`src/rtl/bca_pkg.sv`:
```
package bca_pkg;

  typedef enum logic [1:0] {
    CF_NONE = 2'b00,
    CF_SECT = 2'b01,
    CF_SUBS = 2'b10,
    CF_BANK = 2'b11
  } conflict_e;

endpackage

```
`src/rtl/bca_addr_decode.sv`:
```
module bca_addr_decode #(
  parameter int BANK_W = 5,
  parameter int SUB_W  = 2,
  parameter int SEC_W  = 1
) (
  input  logic [BANK_W-1:0] field_i,
  output logic [BANK_W-1:0] bank_o,
  output logic [SUB_W-1:0]  sub_o,
  output logic [SEC_W-1:0]  sec_o
);

  // subsection and section are the top bits of the bank index
  assign bank_o = field_i;
  assign sub_o  = field_i[BANK_W-1 -: SUB_W];
  assign sec_o  = field_i[BANK_W-1 -: SEC_W];

endmodule

```
`src/rtl/bca_bank_timer.sv`:
```
module bca_bank_timer #(
  parameter int NPORT  = 4,
  parameter int BANK_W = 5,
  parameter int LOAD   = 4
) (
  input  logic                          clk,
  input  logic                          rst_n,
  input  logic [NPORT-1:0]              gnt_i,
  input  logic [NPORT-1:0][BANK_W-1:0]  bank_i,
  output logic [(1<<BANK_W)-1:0]        busy_o
);

  localparam int NBANK = 1 << BANK_W;
  localparam int CNT_W = $clog2(LOAD + 1);

  for (genvar b = 0; b < NBANK; b++) begin : g_bank
    logic             hit;
    logic [CNT_W-1:0] cnt_d, cnt_q;

    always_comb begin
      hit = 1'b0;
      for (int p = 0; p < NPORT; p++) begin
        if (gnt_i[p] && (bank_i[p] == BANK_W'(b))) hit = 1'b1;
      end
    end

    always_comb begin
      cnt_d = cnt_q;
      if (hit)               cnt_d = CNT_W'(LOAD);
      else if (cnt_q != '0)  cnt_d = cnt_q - CNT_W'(1);
    end

    always_ff @(posedge clk or negedge rst_n) begin
      if (!rst_n) cnt_q <= '0;
      else        cnt_q <= cnt_d;
    end

    assign busy_o[b] = (cnt_q != '0);
  end

endmodule

```
`src/rtl/bca_sub_tracker.sv`:
```
module bca_sub_tracker #(
  parameter int NPORT  = 4,
  parameter int CPU_W  = 1,
  parameter int SUB_W  = 2,
  parameter int PORT_W = 2,
  parameter int LOAD   = 4
) (
  input  logic                         clk,
  input  logic                         rst_n,
  input  logic [NPORT-1:0]             gnt_i,
  input  logic [NPORT-1:0][CPU_W-1:0]  cpu_i,
  input  logic [NPORT-1:0][SUB_W-1:0]  sub_i,
  output logic [NPORT-1:0]             blocked_o
);

  localparam int IDX_W = CPU_W + SUB_W;
  localparam int NENT  = 1 << IDX_W;
  localparam int CNT_W = $clog2(LOAD + 1);

  logic [NENT-1:0][CNT_W-1:0]  cnt_v;
  logic [NENT-1:0][PORT_W-1:0] own_v;

  // one reservation entry per (processor, subsection)
  for (genvar e = 0; e < NENT; e++) begin : g_ent
    logic              hit;
    logic [PORT_W-1:0] own_d, own_q;
    logic [CNT_W-1:0]  cnt_d, cnt_q;

    always_comb begin
      hit   = 1'b0;
      own_d = own_q;
      for (int p = 0; p < NPORT; p++) begin
        if (gnt_i[p] && ({cpu_i[p], sub_i[p]} == IDX_W'(e))) begin
          hit   = 1'b1;
          own_d = PORT_W'(p);
        end
      end
    end

    always_comb begin
      cnt_d = cnt_q;
      if (hit)              cnt_d = CNT_W'(LOAD);
      else if (cnt_q != '0) cnt_d = cnt_q - CNT_W'(1);
    end

    always_ff @(posedge clk or negedge rst_n) begin
      if (!rst_n) begin
        cnt_q <= '0;
        own_q <= '0;
      end else begin
        cnt_q <= cnt_d;
        if (hit) own_q <= own_d;
      end
    end

    assign cnt_v[e] = cnt_q;
    assign own_v[e] = own_q;
  end

  for (genvar p = 0; p < NPORT; p++) begin : g_port
    logic [IDX_W-1:0] ix;
    assign ix           = {cpu_i[p], sub_i[p]};
    assign blocked_o[p] = (cnt_v[ix] != '0) && (own_v[ix] != PORT_W'(p));
  end

endmodule

```
`src/rtl/bca_resolve.sv`:
```
module bca_resolve
  import bca_pkg::*;
#(
  parameter int NPORT  = 4,
  parameter int CPU_W  = 1,
  parameter int BANK_W = 5,
  parameter int SEC_W  = 1
) (
  input  logic [NPORT-1:0]              req_i,
  input  logic [NPORT-1:0][CPU_W-1:0]   cpu_i,
  input  logic [NPORT-1:0][BANK_W-1:0]  bank_i,
  input  logic [NPORT-1:0][SEC_W-1:0]   sec_i,
  input  logic [(1<<BANK_W)-1:0]        bank_busy_i,
  input  logic [NPORT-1:0]              sub_blocked_i,
  output logic [NPORT-1:0]              gnt_o,
  output logic [NPORT-1:0][1:0]         code_o,
  output logic [NPORT-1:0]              flag_o
);

  logic [NPORT-1:0] sect_v, simul_v;

  // a lower-numbered requester wins any same-cycle clash
  always_comb begin
    sect_v  = '0;
    simul_v = '0;
    for (int p = 0; p < NPORT; p++) begin
      for (int q = 0; q < NPORT; q++) begin
        if ((q < p) && req_i[q]) begin
          if ((cpu_i[q] == cpu_i[p]) && (sec_i[q] == sec_i[p])) sect_v[p]  = 1'b1;
          if (bank_i[q] == bank_i[p])                           simul_v[p] = 1'b1;
        end
      end
    end
  end

  // order: section, subsection, bank busy, bank collision
  always_comb begin
    for (int p = 0; p < NPORT; p++) begin
      gnt_o[p]  = 1'b0;
      code_o[p] = CF_NONE;
      flag_o[p] = 1'b0;
      if (req_i[p]) begin
        if (sect_v[p]) begin
          code_o[p] = CF_SECT;
        end else if (sub_blocked_i[p]) begin
          code_o[p] = CF_SUBS;
        end else if (bank_busy_i[bank_i[p]]) begin
          code_o[p] = CF_BANK;
          flag_o[p] = 1'b1;
        end else if (simul_v[p]) begin
          code_o[p] = CF_BANK;
        end else begin
          gnt_o[p]  = 1'b1;
        end
      end
    end
  end

endmodule

```
`src/rtl/bank_conflict_arbiter.sv`:
```
module bank_conflict_arbiter #(
  parameter int NPORT     = 4,
  parameter int NCPU      = 2,
  parameter int BANK_W    = 5,
  parameter int SUB_W     = 2,
  parameter int SEC_W     = 1,
  parameter int BANK_LOAD = 4,
  parameter int SUB_LOAD  = 4,
  localparam int CPU_W    = (NCPU > 1) ? $clog2(NCPU) : 1
) (
  input  logic                      clk,
  input  logic                      rst_n,
  input  logic [NPORT-1:0]          req_i,
  input  logic [NPORT*CPU_W-1:0]    cpu_i,
  input  logic [NPORT*BANK_W-1:0]   addr_i,
  output logic [NPORT-1:0]          gnt_o,
  output logic [NPORT-1:0]          stall_o,
  output logic [2*NPORT-1:0]        code_o,
  output logic [NPORT-1:0]          busy_flag_o
);

  localparam int PORT_W = (NPORT > 1) ? $clog2(NPORT) : 1;

  logic [NPORT-1:0][CPU_W-1:0]  cpu;
  logic [NPORT-1:0][BANK_W-1:0] bank;
  logic [NPORT-1:0][SUB_W-1:0]  sub;
  logic [NPORT-1:0][SEC_W-1:0]  sec;
  logic [NPORT-1:0][1:0]        code;
  logic [(1<<BANK_W)-1:0]       bank_busy;
  logic [NPORT-1:0]             sub_blocked;
  logic [NPORT-1:0]             gnt;

  for (genvar p = 0; p < NPORT; p++) begin : g_port
    assign cpu[p] = cpu_i[p*CPU_W +: CPU_W];

    bca_addr_decode #(.BANK_W(BANK_W), .SUB_W(SUB_W), .SEC_W(SEC_W)) u_dec (
      .field_i (addr_i[p*BANK_W +: BANK_W]),
      .bank_o  (bank[p]),
      .sub_o   (sub[p]),
      .sec_o   (sec[p])
    );

    assign code_o[2*p +: 2] = code[p];
  end

  bca_bank_timer #(.NPORT(NPORT), .BANK_W(BANK_W), .LOAD(BANK_LOAD)) u_banks (
    .clk    (clk),
    .rst_n  (rst_n),
    .gnt_i  (gnt),
    .bank_i (bank),
    .busy_o (bank_busy)
  );

  bca_sub_tracker #(.NPORT(NPORT), .CPU_W(CPU_W), .SUB_W(SUB_W),
                    .PORT_W(PORT_W), .LOAD(SUB_LOAD)) u_subs (
    .clk       (clk),
    .rst_n     (rst_n),
    .gnt_i     (gnt),
    .cpu_i     (cpu),
    .sub_i     (sub),
    .blocked_o (sub_blocked)
  );

  bca_resolve #(.NPORT(NPORT), .CPU_W(CPU_W), .BANK_W(BANK_W), .SEC_W(SEC_W)) u_res (
    .req_i         (req_i),
    .cpu_i         (cpu),
    .bank_i        (bank),
    .sec_i         (sec),
    .bank_busy_i   (bank_busy),
    .sub_blocked_i (sub_blocked),
    .gnt_o         (gnt),
    .code_o        (code),
    .flag_o        (busy_flag_o)
  );

  assign gnt_o   = gnt;
  assign stall_o = req_i & ~gnt;

endmodule

```
`config.mk`:
```
export PLATFORM = sky130hd
export DESIGN_NAME = bank_conflict_arbiter
export DESIGN_NICKNAME = d
export VERILOG_FILES = /design/src/rtl/bca_pkg.sv /design/src/rtl/bca_addr_decode.sv /design/src/rtl/bca_bank_timer.sv /design/src/rtl/bca_sub_tracker.sv /design/src/rtl/bca_resolve.sv /design/src/rtl/bank_conflict_arbiter.sv
export SDC_FILE = /design/constraint.sdc
export NUM_CORES = 1
export LEC_CHECK = 0
export BUFFER_PORTS_ARGS = -buffer_cell sky130_fd_sc_hd__buf_2
export CAP_MARGIN = 20
export CORE_MARGIN = 2
export CORE_UTILIZATION = 35
export DETAILED_ROUTE_END_ITERATION = 7
export PLACE_DENSITY = 0.54
export SETUP_SLACK_MARGIN = 0.05
export SLEW_MARGIN = 10
export SYNTH_ARGS = -nofsm -noshare
export SYNTH_HDL_FRONTEND = slang
export SYNTH_SLANG_ARGS = --single-unit
```
`constraint.sdc`:
```
create_clock -name clk -period 5.11 [get_ports clk]
set_input_delay 0 -clock clk [delete_from_list [all_inputs] [get_ports clk]]
set_output_delay 0 -clock clk [all_outputs]
set_load 0.005 [all_outputs]
```
# Word-level counts from Yosys, hierarchy flattened
# Index checks and enable logic that the tools add are counted.
# word_totals
out_inout_bits	20
register_bits	136
input_bits	30
elab_cells	921
# classes
mux	371
n_lt_le_gt_ge	8
n_addsub	40
eq_ne	173
n_reduce_logical	279
bitwise	2
# op_table
cell	count
equality test 5 bit, second input constant	64
2-to-1 mux 3 bit	84
2-to-1 mux 1 bit	221
logical AND 1 bit	170
equality test 5 x 4 -> 1 bit, second input constant	32
nonzero test 3 bit	44
subtractor 3 x 1 -> 3 bit, second input constant	40
2-to-1 mux 2 bit	54
nonzero test 2 bit	41
equality test 5 x 3 -> 1 bit, second input constant	16
equality test 3 bit, second input constant	16
equality test 5 x 2 -> 1 bit, second input constant	8
binary-select mux 3 bit (select 3 bit)	4
nonzero test 4 bit	8
equality test 5 bit	6
binary-select mux 2 bit (select 3 bit)	4
equality test 3 x 2 -> 1 bit, second input constant	8
less-than comparator 5 x 6 -> 1 bit, second input constant	4
binary-select mux 1 bit (select 5 bit)	4
equality test 5 x 1 -> 1 bit, second input constant	4
logical NOT 5 bit	4
less-than comparator 3 x 4 -> 1 bit, second input constant	4
AND reduction 2 bit	8
equality test 1 bit	12
other kinds (6)	13

# Depth between registers and ports, before layout
# Gate-level depths: netlist of the first run.
# depth
depth_word	15
depth_mapped	12
mapped_depth_nobuf	9

# Hierarchy
# From an unflattened synthesis of the first run, not the netlist that was laid out.
# hier_totals
hier_cells	1240
hier_area_um2	11432.2
# by_module_without_submodules
module	instances	seq_area_each_um2	area_per_inst_um2	cells_each
bca_bank_timer	1	2402.3	6247.2	625
bca_sub_tracker	1	1001.0	2864.0	313
bca_resolve	1	0.0	2025.7	266
bca_addr_decode	4	0.0	60.1	8
bank_conflict_arbiter	1	0.0	55.1	4

# Worst setup path after synthesis of the first run
# OpenSTA, ideal clock, no wires.
# synth_path
path_type	register -> register
from	register u_banks.g_bank[14].cnt_q[0]
to	register u_banks.g_bank[17].cnt_q[2]
required_ps	4981
setup_slack_ps	2230
synth_period_minus_slack_ps	2880
setup_time_ps	129
arrival_time_ps	2751
path_stages_with_launch	12
n_path_buf	2
cell_sequence	dfrtp_1 > inv_1 > ha_1 > nor2b_1 > clkbuf_1 > mux4_2 > mux2_2 > o211ai_4 > and2_1 > nor4b_2 > buf_2 > a2111o_1
# synth_via
elab_chain_len	12
word_cells_on_any_way	34
classes_between	28 x mux; 6 x reduce/logical
# synth_rtl
element	line_no	source
start, declared	bca_bank_timer.sv:18	logic [CNT_W-1:0] cnt_d, cnt_q;
start signal, assigned	bca_bank_timer.sv:35	else cnt_q <= cnt_d;
nonzero test 3 bit (*)	bca_bank_timer.sv:38	assign busy_o[b] = (cnt_q != '0);
binary-select mux 1 bit (select 5 bit)	bca_resolve.sv:47	end else if (bank_busy_i[bank_i[p]]) begin
2-to-1 mux 1 bit (not written as such)	bca_resolve.sv:47	
2-to-1 mux 1 bit	bca_resolve.sv:47	
2-to-1 mux 1 bit	bca_resolve.sv:45	end else if (sub_blocked_i[p]) begin
2-to-1 mux 1 bit (on tied branches)	bca_resolve.sv:42, bca_resolve.sv:43	
logical AND 1 bit / 2-to-1 mux 1 bit (equally long branches)	bca_bank_timer.sv:23, bca_resolve.sv:42	
2-to-1 mux 1 bit / logical AND 1 bit (equally long branches)	bca_bank_timer.sv:23	if (gnt_i[p] && (bank_i[p] == BANK_W'(b))) hit = 1'b1;
2-to-1 mux 1 bit (2 in series)	bca_bank_timer.sv:23	
2-to-1 mux 1 bit (*)	bca_bank_timer.sv:23	
2-to-1 mux 3 bit / nonzero test 2 bit (equally long branches)	n/a	
end signal, assigned	bca_bank_timer.sv:35	
end, declared	bca_bank_timer.sv:18	
# Every way passes the cells marked *; elsewhere a longest branch is shown, timed or not. The select of a mux whose other input is x is not followed.
# A chain may end at the register's enable or synchronous reset.

# Final worst setup path of the first run
# layout_path
from	register u_subs.g_ent[2].cnt_q[0]
to	register u_subs.g_ent[1].own_q[1]
# layout_via
elab_chain_len	12
word_cells_on_any_way	40
classes_between	26 x mux; 14 x reduce/logical
# layout_rtl
element	line_no	source
start, declared	bca_sub_tracker.sv:27	logic [CNT_W-1:0] cnt_d, cnt_q;
start signal, assigned	bca_sub_tracker.sv:51	cnt_q <= cnt_d;
binary-select mux 3 bit (select 3 bit)	bca_sub_tracker.sv:63	assign blocked_o[p] = (cnt_v[ix] != '0) && (own_v[ix] != PORT_W'(p));
2-to-1 mux 3 bit (not written as such)	bca_sub_tracker.sv:63	
nonzero test 3 bit	bca_sub_tracker.sv:63	
logical AND 1 bit	bca_sub_tracker.sv:63	
2-to-1 mux 1 bit	bca_resolve.sv:45	
2-to-1 mux 1 bit (on tied branches)	bca_resolve.sv:42, bca_resolve.sv:43	
logical AND 1 bit / 2-to-1 mux 1 bit (equally long branches)	bca_sub_tracker.sv:33, bca_resolve.sv:42	
2-to-1 mux 1 bit / logical AND 1 bit (equally long branches)	bca_sub_tracker.sv:33	if (gnt_i[p] && ({cpu_i[p], sub_i[p]} == IDX_W'(e))) begin
2-to-1 mux 1 bit (3 in series)	bca_sub_tracker.sv:33	
AND reduction 2 bit (no source line)	n/a	
end signal, assigned	bca_sub_tracker.sv:52	if (hit) own_q <= own_d;
end, declared	bca_sub_tracker.sv:26	logic [PORT_W-1:0] own_d, own_q;
# Several ways; a longest one is shown, not always the timed one. The select of a mux whose other input is x is not followed.

==> impl_metrics.tcl, run 1 <==
set metrics [dict create \
    status "completed" \
    antenna_found_initial 1 \
    synth_edf_count 0 \
    critPathTopFamily "simple AND/OR/NAND/NOR gates" \
    wl_um 41900 \
    cap_violations 0 \
    swShare_pct 41.3 \
    start_kind "flip-flop" \
    ant_nets 0 \
    cts_buffer_depth 2 \
    p_leak_nw 5.65 \
    synthCells 1328 \
    drc_errors 0 \
    clockPowerShare_pct 19.1 \
    place_area_um2 12500 \
    setup_viol 0 \
    clock_sinks 136 \
    min_period_ns 4.04 \
    max_stage_delay_ns 0.75 \
    cts_tree "built" \
    num_rows 67 \
    dpl.hpwl_um 29600 \
    finalHoldViolations 0 \
    syn2layout_area_growth_pct 10.6 \
    core_area_um2 33400 \
    synthTopCellsByArea "dfrtp_1 (29%), ha_1 (8.4%), xnor2_1 (4.1%)" \
    path_buf_inv 1 \
    cp_max_fo 15 \
    peakVddDrop_v 0.000226 \
    synth_flop_cell "dfrtp_1" \
    path_cells "nor3_1 -> mux2i_1 -> nand2_1 -> nand4_1 -> buf_4 -> nor4_1 -> a22oi_1 -> a21o_1" \
    pwr-share-seq_pct 28.8 \
    synth_top_area_share_pct 28.7 \
    fin_worst_skew_ns 0.0200 \
    tightest_slew_ns 1.16 \
    overflow 0 \
    regArea_um2 3400 \
    htree_levels 4 \
    ys.warnings.count 0 \
    insertion_delay_ns 0.45 \
    die_w_um 188 \
    grt_pass1_wl_um 65000 \
    rsz0062_at_grt "false" \
    port_buffers 49 \
    hold_path_class "in -> reg" \
    initial_core_util_pct 35.5 \
    ys_async_sr_fraction_pct 100 \
    slowest_stage "nor3_1" \
    rr_endpoint "u_subs.g_ent[1].own_q[1]" \
    ys_seq_area_share_pct 28.7 \
    synth.most_common_cell "dfrtp_1" \
    fp.dieH_um 188 \
    wire_per_inst_um 23.2 \
    required_ns 5.44 \
    hold_path_depth 3 \
    syn-num-nets 1438 \
    grtUsageTotal_pct 23.9 \
    first_pass_iters 6 \
    netlist.top_cell.by_area "dfrtp_1" \
    finalCritPeriodShare_pct 79.0 \
    synthTopCellsByCount "dfrtp_1 (136), nor2_1 (129), inv_1 (104)" \
    dieArea_um2 35400 \
    place_congestion 0.957 \
    vias 11000 \
    slew-limit-headroom_pct 22.3 \
    switchingPower_w 0.00296 \
    multi_input_area_um2 7680 \
    drt_iter0_markers 1233 \
    p_int_w 0.00421 \
    setup_tns_ns 0 \
    io-pin-count 50 \
    synthesis.area_um2 11900 \
    vias_per_cell 6.09 \
    setup.worst_path.end_class "flip-flop" \
    fillers 3366 \
    r2r_cells 8 \
    cts_buffers 17 \
    slew_violations 0 \
    grt_pass1_vias 10800 \
    rrSetupSlack_ns 1.07 \
    r2r_start "u_subs.g_ent[2].cnt_q[0]" \
    comb_power_share_pct 52.1 \
    final_design_area_no_fill_um2 13100 \
    ys_ff_latch 136 \
    cts_setup_buffers 0 \
    yosysUniqueCellTypes 81 \
    clk_pin_slew_ns 0.06 \
    syn_area_per_cell_um2 8.94 \
    worst-setup-path-type "reg -> reg" \
    max_freq_mhz 248 \
    worstPathArrival_ns 4.37 \
    min_to "u_subs.g_ent[6].own_q[0]" \
    ctsRootBufferMaster "clkbuf_16" \
    min_from "cpu_i[1]" \
    drive_gt1_share_pct 13.2 \
    grt_max_degree 87 \
    power_density_nw_per_um2 546 \
    final_nets 1454 \
]
-- worst max-delay path by stage --
stage	end	cells after the start	start	slack (ns)
after global routing	u_subs.g_ent[1].own_q[1]	8	u_subs.g_ent[2].cnt_q[0]	0.96
final	u_subs.g_ent[1].own_q[1]	8	u_subs.g_ent[2].cnt_q[0]	1.07
after global placement	u_banks.g_bank[24].cnt_q[0]	9	u_banks.g_bank[3].cnt_q[0]	1.14
after detailed placement	u_banks.g_bank[10].cnt_q[0]	9	u_banks.g_bank[3].cnt_q[0]	1.27
after floorplan	u_banks.g_bank[17].cnt_q[2]	11	u_banks.g_bank[14].cnt_q[0]	2.23
after CTS	u_banks.g_bank[10].cnt_q[0]	9	u_banks.g_bank[3].cnt_q[0]	1.28
-- layout by cell type, fill, tap and decap left out, types with 36 or more instances in the layout --
cell type / instances
a2111oi_0: 47
and3_1: 41
buf_2: 49
dfrtp_1: 136
ha_1: 80
inv_1: 104
nand2_1: 62
nand3_1: 40
nor2_1: 129
nor2b_1: 66
nor3_1: 36
xnor2_1: 56
-- flip-flops by register name, indices dropped and copies added (netlist names) --
name	flops
u_banks.g_bank.cnt_q	96
u_subs.g_ent.cnt_q	24
u_subs.g_ent.own_q	16
-- stage by stage --
step	utilization, %	setup WS, ns	power (W)	hold slack (ns)	cells
after floorplan	-	2.23	0.00489	-0.296	1328
after global placement	37.3	1.14	0.00567	0.149	1768
after detailed placement	37.3	1.27	0.00575	0.151	1770
after CTS	39.2	1.28	0.00718	0.0369	1802
after global routing	39.3	0.963	0.00781	0.0775	1805
final	39.3	1.07	0.00717	0.0642	1805
-- layout make-up --
type                            count  share of cell area [%]
Tap cell                          448                    4.27
Timing Repair Buffer               77                    3.52
Clock inverter                     11                    1.31
Inverter                          106                    3.03
Antenna cell                        1                  0.0191
Clock buffer                       20                    3.48
Sequential cell                   136                    25.9
Multi-Input combinational cell   1006                    58.5
-- power groups by stage --
| stage | clock network [W] | registers (W) | logic (W) |
|---|---|---|---|
| global route | 0.00145 | 0.00214 | 0.00422 |
| detailed placement | 0 | 0.00207 | 0.00368 |
| floorplan | 0 | 0.00198 | 0.00291 |
| global placement | 0 | 0.00206 | 0.00360 |
| finish | 0.00137 | 0.00207 | 0.00374 |
| CTS | 0.00140 | 0.00206 | 0.00372 |
-- worst min-delay path: stages --
cell     delay (ns)
buf_2          0.24
a32oi_1        0.14
o21ai_0        0.08
-- cells by family (layout without fill, tap and decap cells) --
kind of cell               after synthesis  after routing  synth area share (%)
AOI/OAI and AO/OA                      299            299                  21.3
muxes                                   58             58                  7.32
and+or+nand+nor                        497            497                  22.3
adders and majority gates               80             80                  8.43
DFF                                    136            136                  28.7
xor gates and xnor gates                72             72                  5.31
other                                    0              1                     0
buffers and inverters                  186            214                  6.69
-- what timing repair did --
action,in CTS,in global routing
hold endpoints to repair,85,0
hold buffers,1,0
gates resized for setup,0,0
-- routing by layer --
metal | vias to the layer above | GRT usage, % | part of all wire, %
met4 | 0 | 10.4 | 3.4
met1 | 5396 | 32.6 | 44
met5 | - | 0 | 0
met3 | 115 | 5.33 | 8.6
li1 | 4930 | - | -
met2 | 548 | 36.3 | 44
No activity file was read; power rests on OpenSTA's default activity.
==> run 2, diff against run 1 <==
Clock period 5.11 ns to 3.9 ns, I/O delays scaled along.
==> run 2 against run 1 <==
Net effect: final cell count rose by 2.0%; critical path type unchanged; highest routed layer unchanged; clock power rose by 31%; non-clock buffer count rose by 37.
==> impl_metrics.tcl, run 2 (same netlist as run 1, synthesis figures left out) <==
set metrics [dict create \
    path_depth 9 \
    min_from "cpu_i[1]" \
    fin_worst_skew_ns 0.0106 \
    cts_tree "built" \
    vias_per_cell 6.05 \
    cts_buffer_depth 2 \
    power_density_nw_per_um2 706 \
    grtUsageTotal_pct 24.4 \
    antenna_found_initial 0 \
    io-pin-count 50 \
    swShare_pct 40.9 \
    setup_viol 0 \
    num_rows 67 \
    syn2layout_area_growth_pct 13.2 \
    final_cell_mix "dfrtp_1 (136), nor2_1 (129), inv_1 (104)" \
    slew-limit-headroom_pct 40.1 \
    tightest_slew_ns 0.890 \
    path_buf_inv 1 \
    core_area_um2 33400 \
    cap_violations 0 \
    critPathTopFamily "compound AO/OA/AOI/OAI gates" \
    setup_tns_ns 0 \
    clk_pin_slew_ns 0.06 \
    worstPathArrival_ns 4.03 \
    drc_errors 0 \
    drive_gt1_share_pct 15.7 \
    clockPowerShare_pct 18.9 \
    regMostFlops "u_banks.g_bank.cnt_q" \
    hold_path_depth 3 \
    die_w_um 188 \
    first_pass_iters 7 \
    clock_sinks 136 \
    ant_nets 0 \
    comb_power_share_pct 52.4 \
    status "completed" \
    path_cells "inv_1 -> ha_1 -> nor2b_1 -> a221oi_1 -> o2bb2ai_1 -> a311o_1 -> a2111oi_2 -> a222oi_1 -> and3_1" \
    min_to "u_subs.g_ent[6].own_q[0]" \
    start_kind "flip-flop" \
    vias 11200 \
    r2r_cells 9 \
    largestRegisters "u_banks.g_bank.cnt_q: 96 flops, u_subs.g_ent.cnt_q: 24 flops, u_subs.g_ent.own_q: 16 flops" \
    worst-setup-path-type "reg -> reg" \
    place_area_um2 12800 \
    overflow 0 \
    setup.worst_path.end_class "flip-flop" \
    required_ns 4.23 \
    cts_buffers 17 \
    peakVddDrop_v 0.000302 \
    final_common_cell "dfrtp_1" \
    fp.dieH_um 188 \
    final_design_area_no_fill_um2 13400 \
    slew_violations 0 \
    finalHoldViolations 0 \
    pwr-share-seq_pct 28.6 \
    htree_levels 4 \
    cp_max_fo 11 \
    dpl.hpwl_um 31300 \
    fillers 3355 \
    min_period_ns 3.70 \
    num_antenna_cells 0 \
    insertion_delay_ns 0.44 \
    wl_um 42400 \
    largest_reg_flops 96 \
    switchingPower_w 0.00388 \
    initial_core_util_pct 35.5 \
    p_leak_nw 5.84 \
    port_buffers 49 \
    dieArea_um2 35400 \
    rr_endpoint "u_banks.g_bank[24].cnt_q[1]" \
    slowest_stage "a2111oi_2" \
    drt_iter0_markers 1160 \
    r2r_start "u_banks.g_bank[1].cnt_q[0]" \
    place_congestion 0.984 \
    finalCritPeriodShare_pct 94.9 \
    p_int_w 0.00561 \
    grt_pass1_wl_um 66200 \
    hold_path_class "in -> reg" \
    wire_per_inst_um 23.0 \
    ctsRootBufferMaster "clkbuf_16" \
    final_nets 1491 \
    grt_pass1_vias 11100 \
    grt_max_degree 72 \
    rrSetupSlack_ns 0.20 \
    max_stage_delay_ns 0.90 \
    max_freq_mhz 270 \
    rsz0062_at_grt "false" \
]
==> run 2: worst max-delay path by stage <==
| stage | from | end |
|---|---|---|
| after CTS | u_banks.g_bank[1].cnt_q[0] | u_banks.g_bank[12].cnt_q[1] |
| final | u_banks.g_bank[1].cnt_q[0] | u_banks.g_bank[24].cnt_q[1] |
| after detailed placement | u_banks.g_bank[1].cnt_q[0] | u_banks.g_bank[12].cnt_q[1] |
| after global placement | u_banks.g_bank[1].cnt_q[0] | u_banks.g_bank[24].cnt_q[0] |
| after floorplan | u_banks.g_bank[14].cnt_q[0] | u_banks.g_bank[17].cnt_q[2] |
| after global routing | u_banks.g_bank[1].cnt_q[0] | u_subs.g_ent[1].own_q[1] |
==> run 2: tightest hold or removal path, stage by stage <==
cell and delay (ns):
buf_2 0.24, a32oi_1 0.15, o21ai_0 0.08
==> run 2: area by class of cell <==
class | instances | area (µm²) | share of cell area [%]
well taps | 448 | 561 | 4.17
inverters | 106 | 398 | 2.96
clock buffers | 21 | 460 | 3.43
clock inverters | 11 | 171 | 1.28
repair buffers | 114 | 754 | 5.62
multi-input cells | 1006 | 7690 | 57.2
flip-flops and latches | 136 | 3400 | 25.3
==> run 2: per-stage QoR <==
stage               power (W)  setup WS, ns  cells  hold WS [ns]  utilization [%]
finish                0.00948         0.199   1842        0.0787             40.2
floorplan             0.00641          1.02   1328        -0.296                -
detailed placement    0.00765         0.110   1809        0.0845             38.2
global placement      0.00751         0.218   1809        0.0821             38.2
CTS                   0.00950        0.0961   1842        0.0490             40.1
global route           0.0103        0.0342   1842        0.0855             40.2
==> run 2: repair_timing <==
action,CTS,global route
setup buffers,0,0
endpoints found under the setup margin,0,20
resized for setup,0,3
hold endpoints to repair,70,0
hold buffers,1,0
==> run 2: metal layers <==
layer  vias to the layer above  GRT usage, %  wire length (µm)  part of all wire [%]
met1                      5454          33.7             18600                    44
met5                         -             0                 0                     0
li1                       5029             -                 -                     -
met3                       116          4.74              3630                   8.6
met4                         0          9.42              1520                   3.6
met2                       551          37.4             18600                    44
==> run 2: power groups by stage <==
stage / registers (W) / logic [W] / clock network (W)
floorplan: 0.00259 / 0.00382 / 0
global placement: 0.00271 / 0.00480 / 0
detailed placement: 0.00272 / 0.00493 / 0
CTS: 0.00270 / 0.00497 / 0.00182
global route: 0.00282 / 0.00562 / 0.00189
finish: 0.00271 / 0.00497 / 0.00180
==> run 3, diff against run 2 <==
Settings changed: CORE_UTILIZATION 35 to 41, PLACE_DENSITY 0.54 to 0.61, SETUP_SLACK_MARGIN 0.05 to 0.4.
==> run 3 against run 2 <==
Net effect: sequential power about the same; highest routed layer unchanged; setup slack improved by 0.32 ns; wire length down 5.0%; critical path type unchanged; largest cell class unchanged.
==> impl_metrics.tcl, run 3 (same netlist as run 1, synthesis figures left out) <==
set metrics [dict create \
    wl_um 40300 \
    dieArea_um2 30300 \
    worstPathArrival_ns 3.71 \
    finalHoldViolations 0 \
    rsz0062_at_grt "false" \
    fin_worst_skew_ns 0.0132 \
    grt_pass1_wl_um 63400 \
    required_ns 4.23 \
    final_cell_mix "dfrtp_1 (136), nor2_1 (129), inv_1 (104)" \
    drive_gt1_share_pct 16.9 \
    drc_errors 0 \
    power_density_nw_per_um2 707 \
    antenna_found_initial 0 \
    cts_buffer_depth 2 \
    num_rows 62 \
    min_period_ns 3.38 \
    dpl_worst_slack_ns 0.381 \
    wire_per_inst_um 22.7 \
    clock_sinks 136 \
    peakVddDrop_v 0.000291 \
    grt_pass1_vias 11000 \
    highest_layer "met4" \
    worst-setup-path-type "reg -> reg" \
    dpl.hpwl_um 29500 \
    overflow 0 \
    cp_max_fo 21 \
    place_congestion 1.01 \
    grt_max_degree 102 \
    max_freq_mhz 296 \
    wl_met3_um 3870 \
    status "completed" \
    largest_reg_flops 96 \
    drt_iter0_markers 1322 \
    routed-wl-met2_um 17900 \
    cts_tree "built" \
    p_leak_nw 5.84 \
    first_pass_iters 7 \
    io-pin-count 50 \
    port_buffers 49 \
    setup.worst_path.end_class "flip-flop" \
    tightest_slew_ns 1.08 \
    slew_violations 0 \
    initial_core_util_pct 41.5 \
    regArea_um2 3400 \
    hold_path_class "in -> reg" \
    syn2layout_area_growth_pct 13.0 \
    cts_buffers 17 \
    setup_viol 0 \
    setup_tns_ns 0 \
    slew-limit-headroom_pct 27.5 \
    cap_violations 0 \
    core_area_um2 28600 \
    ctsRootBufferMaster "clkbuf_16" \
    met1_length_um 17200 \
    fp.dieH_um 174 \
    regMostFlops "u_banks.g_bank.cnt_q" \
    worst_slack_ns 0.520 \
    finalCritPeriodShare_pct 86.7 \
    ant_nets 0 \
    final_nets 1489 \
    start_kind "flip-flop" \
    insertion_delay_ns 0.45 \
    grtUsageTotal_pct 27.0 \
    clk_pin_slew_ns 0.06 \
    die_w_um 174 \
    htree_levels 4 \
    largestRegisters "u_banks.g_bank.cnt_q: 96 flops, u_subs.g_ent.cnt_q: 24 flops, u_subs.g_ent.own_q: 16 flops" \
    vias 11200 \
    fillers 2708 \
    final_common_cell "dfrtp_1" \
    multi_input_area_um2 7760 \
    num_antenna_cells 0 \
    vias_per_cell 6.28 \
]
==> run 3: worst max-delay path: stages, from the launching register on <==
cell	delay, ns
dfrtp_1	0.36
inv_1	0.10
ha_1	0.19
nor2b_1	0.40
a22oi_1	0.18
o2111a_1	0.18
o311a_2	0.59
nor4_1	0.70
a22oi_1	0.32
a21o_1	0.25
==> run 3: path summary, 6_finish.rpt <==
path / endpoint / cells past startpoint / slack (ns) / startpoint
setup reg to reg: u_subs.g_ent[1].own_q[1] / 9 / 0.52 / u_banks.g_bank[7].cnt_q[0]
max in group asynchronous: u_banks.g_bank[17].cnt_q[2] / 3 / 2.61 / rst_n
min in group asynchronous: u_banks.g_bank[2].cnt_q[1] / 2 / 0.23 / rst_n
hold reg to reg: u_banks.g_bank[3].cnt_q[1] / 2 / 0.53 / u_banks.g_bank[3].cnt_q[1]
hold / removal: u_subs.g_ent[5].cnt_q[2] / 3 / 0.10 / cpu_i[2]
setup / recovery: u_subs.g_ent[1].own_q[1] / 9 / 0.52 / u_banks.g_bank[7].cnt_q[0]
==> run 3: where the power goes <==
group          switching, W  leakage, nW  internal [W]  total (W)
clock              0.000701        0.297       0.00107    0.00178
combinational       0.00266         3.92       0.00232    0.00498
sequential         0.000529         1.62       0.00219    0.00272
==> run 3: layout make-up <==
class | count | area share [%]
tap | 384 | 3.58
sequential | 136 | 25.4
timing repair buffer | 112 | 5.50
multi-input combinational | 1006 | 57.9
clock buffer | 18 | 3.20
clock inverter | 14 | 1.49
inverter | 106 | 2.97
==> run 3: through the flow <==
| step | power [W] | utilization (%) | instances | hold slack, ns | instance area [µm²] |
|---|---|---|---|---|---|
| CTS | 0.00941 | 46.5 | 1772 | 0.0797 | 13300 |
| finish | 0.00948 | 46.8 | 1776 | 0.102 | 13400 |
| global placement | 0.00742 | 44.2 | 1739 | 0.205 | 12600 |
| detailed placement | 0.00758 | 44.2 | 1739 | 0.203 | 12600 |
| floorplan | 0.00641 | - | 1328 | -0.296 | 11900 |
| global route | 0.0103 | 46.8 | 1776 | 0.115 | 13400 |
==> run 3: timing repair <==
| item | in CTS | in global routing |
|---|---|---|
| gates resized for setup | 3 | 20 |
| cloned | 0 | 0 |
| endpoints found under the hold margin | 100 | 0 |
| pin swaps | 0 | 2 |
| setup endpoints to repair | 6 | 119 |
| hold buffers | 1 | 0 |
| buffers inserted | 0 | 3 |
==> run 3: routing by layer <==
| layer | GRT usage (%) | vias up |
|---|---|---|
| met5 | 0 | - |
| met4 | 9.70 | 0 |
| met3 | 6.08 | 114 |
| met2 | 42.3 | 629 |
| met1 | 36.6 | 5408 |
| li1 | - | 5008 |
